## src/rtl/ovr_flag_gen.sv

```systemverilog
module ovr_flag_gen #(
  parameter int DW       = 14,
  parameter int SLOW_LAT = 14,
  parameter int FAST_LAT = 4
) (
  input  logic          clk,
  input  logic          rst,
  input  logic [DW-1:0] sample,
  input  logic          clip_in,
  input  logic          fast_en,
  input  logic [2:0]    thr_sel,
  output logic          ovr_flag
);

  // thresholds are k/32 of full scale, k = 3,5,9,...,29
  logic [4:0]    thr_k;
  logic [DW-1:0] thr;
  logic [DW-1:0] mag;
  logic          fast_hit;
  logic          slow_hit;

  assign thr_k    = (thr_sel == 3'd0) ? 5'd3 : {thr_sel, 2'b01};
  assign thr      = {1'b0, thr_k, {(DW-6){1'b0}}};
  assign mag      = sample[DW-1] ? ((~sample) + DW'(1)) : sample;
  assign fast_hit = fast_en && (mag >= thr);
  assign slow_hit = !fast_en && clip_in;

  logic [SLOW_LAT-1:0] slow_pipe;
  logic [FAST_LAT-1:0] fast_pipe;

  always_ff @(posedge clk) begin
    if (rst) begin
      slow_pipe <= '0;
      fast_pipe <= '0;
    end else begin
      slow_pipe <= {slow_pipe[SLOW_LAT-2:0], slow_hit};
      fast_pipe <= {fast_pipe[FAST_LAT-2:0], fast_hit};
    end
  end

  assign ovr_flag = slow_pipe[SLOW_LAT-1] | fast_pipe[FAST_LAT-1];

endmodule


```

## config.mk

```make
export PLATFORM = sky130hd
export DESIGN_NAME = ovr_flag_gen
export DESIGN_NICKNAME = d
export VERILOG_FILES = /design/src/rtl/ovr_flag_gen.sv
export SDC_FILE = /design/constraint.sdc
export NUM_CORES = 1
export LEC_CHECK = 0
export ABC_AREA = 1
export BUFFER_PORTS_ARGS = -buffer_cell sky130_fd_sc_hd__buf_2
export CORE_MARGIN = 2
export CORE_UTILIZATION = 50
export DETAILED_ROUTE_END_ITERATION = 6
export PLACE_DENSITY = 0.76
export SLEW_MARGIN = 20
export SYNTH_ARGS = -nofsm -noshare
export SYNTH_HDL_FRONTEND = slang
export SYNTH_SLANG_ARGS = --single-unit
```

## constraint.sdc

```tcl
create_clock -name clk -period 2 [get_ports clk]
set_input_delay 0.1 -clock clk [delete_from_list [all_inputs] [get_ports clk]]
set_output_delay 0.1 -clock clk [all_outputs]
set_load 0.01 [all_outputs]
```

==> metrics.csv <==
metric,value,unit
row count,14,
Worst setup SP type,input pin,
worst skew pair latency,0.29,ns
number of synthesized flops with an enable pin,0,
drt initial violations,7,
port bufs,21,
initial antenna violation count,0,
layout cell share with drive strength beyond 1,23.9,%
clk buf depth,2,
die span in x,45.3,um
RSZ-0062 raised after global routing,no,
post-synthesis register bit count,18,
cts bufs inserted,3,
Post-Synthesis Cells,118,
Hold Path Origin,clip_in,
Critical Path End Type,flip-flop,
Die H,45.3,um
Multi-input gate area,368,sq um
Final Util,65.2,%
CP Max Fanout,3,
max-slew violation count,0,
Area Growth Syn to Fin,19.1,%
Hold WC Path Type,input pin to flip-flop,
Yosys cell types,19,
asr flop ratio synth,0,%
Final setup viols,0,
arrival time worst endpoint,1.55,ns
largest net degree at the start of global routing,18,
GRT Overall Usage,16.6,%
Lkg Pwr,0.508,nW
Synth area leader,dfxtp_1,
Starting Density,54.7,%
relative slew slack,81.8,%
n_diodes,0,
fill count,140,
reg2reg start,slow_pipe[0],
Final nets,169,
vias in the first global route,628,
register area,360,sq um
max_cap viols,0,
wire length per cell,8.47,um
final hold violations,0,
mapped cell area,853,sq um
post-route ant nets,0,
CTS H-tree depth,1,
CTS sink cnt,18,
most common cell in the netlist,inv_1,
TritonRoute pass-1 iters,3,
setup TNS,0,ns
warnings from Yosys,0,
worst setup path startpoint,sample[0],
Avg Inst Size Synth,7.23,sq um
ys flop type,dfxtp_1,
number of vias per cell,4.42,
DPL Wire Length,1.10,mm
worst-margin pin slew,0.273,ns
Die ar.,2050,sq um
WP data required,2.20,ns
Vias,699,
Yosys top cell area share,42.2,%
Crit Path Category,input pin to flip-flop,
"Net Count, Synth",144,
clock transition at the registers of the reported paths,0.10,ns
global route total overflow,0,
sequential area share after synthesis,42.2,%
status,"finished, final reports clean",
CTS tree,done,
Min Hold Slack,0.0250,ns
Tcrit/Tclk final,67.7,%
Max Freq,0.739,GHz
Peak supply drop,0.502,mV
final wirelength,1.34,mm
first-pass GRT wire length,2.31,mm
RD Place Congestion,0.839,
Pwr per Cell Area,665,nW/um^2
post-layout min period,1.35,ns
Area contributors post-synth,"dfxtp_1 (42%), inv_1 (13%), nor2_1 (12%), ha_1 (7.3%), nand2_1 (6.6%)",
Synth top cells by count,"inv_1 (29), nor2_1 (27), dfxtp_1 (18), nand2_1 (15)",
CORE AREA,1560,sq um
# IOs,22,
Root Buffer Master,clkbuf_4,
Final Skew,0.00751,ns
Post-route DRC,0,
[power by group]
part / switching (mW) / leakage, nW / internal, mW
Sequential: 0.00142 / 0.146 / 0.363
Clock: 0.103 / 0.0210 / 0.111
Combinational: 0.0532 / 0.341 / 0.0438
[routing by layer]
layer	part of all wire (%)	vias to the layer above	routed length [um]	GRT usage (%)
met5	0	-	0	0
met4	1.3	0	18	10.0
met1	45	293	602	17.1
met3	6.0	2	80	7.20
met2	48	15	638	27.4
li1	-	389	-	-
[layout by cell type (no fill, tap or decap), drive strengths merged]
cell type     n
a21oi         2
buf          21
clkbuf        4
dfxtp        18
dlygate4sd3   1
ha            5
inv          31
nand2        15
nand3         7
nor2         29
o211ai        1
o21ai         2
o31ai         1
or2           1
xnor2         2
xor2          2
[kinds of logic (layout without fill, tap and decap cells)]
family	Yosys count	count (layout)	share of synthesized area (%)
XOR/XNOR	4	4	4.11
AND/OR/NAND/NOR	52	52	26.0
flip-flops	18	18	42.2
adder cells (fa/ha/maj)	5	5	7.33
AO/OA/AOI/OAI	6	6	5.72
buffers and inverters	33	57	14.7
[worst max-delay path, cell delays in order]
cell and delay, ns:
buf_2 0.10, inv_1 0.08, ha_1 0.15, nand2_1 0.06, inv_1 0.05, nand2_1 0.09, o31ai_2 0.24, xnor2_1 0.11
ha_1 0.20, a21oi_1 0.17, o211ai_2 0.10, inv_2 0.06, a21oi_2 0.04
[flip-flops by register name, indices dropped and copies added (netlist names)]
register   count
fast_pipe      4
slow_pipe     14
[final timing paths]
path,cells after the start,slack (ns),to
worst max-delay path,13,0.65,fast_pipe[0]
worst min-delay path,3,0.02,slow_pipe[0]
worst max register to register,2,1.49,slow_pipe[1]
worst min register to register,2,0.40,slow_pipe[12]
[metrics by stage]
stage	cells	area, sq um	total power [mW]	setup slack, ns
floorplan	118	853	0.434	0.564
global placement	153	970	0.465	0.405
detailed placement	153	970	0.470	0.322
CTS	158	1020	0.686	0.636
global route	158	1020	0.719	0.532
finish	158	1020	0.676	0.646
[cell type report]
cell class              instances  area share (%)
clock buffers                   4            3.57
inverters                      31            11.5
multi-input cells              67            36.2
flip-flops and latches         18            35.5
well taps                      16            1.97
repair buffers                 22            11.3
[what timing repair did]
| item | 4_1_cts | 5_1_grt |
|---|---|---|
| setup buffers | 0 | 0 |
| hold buffers | 1 | 0 |
| endpoints found under the hold margin | 1 | 0 |
| gates resized for setup | 0 | 0 |
(Power assumes the default switching activity.)
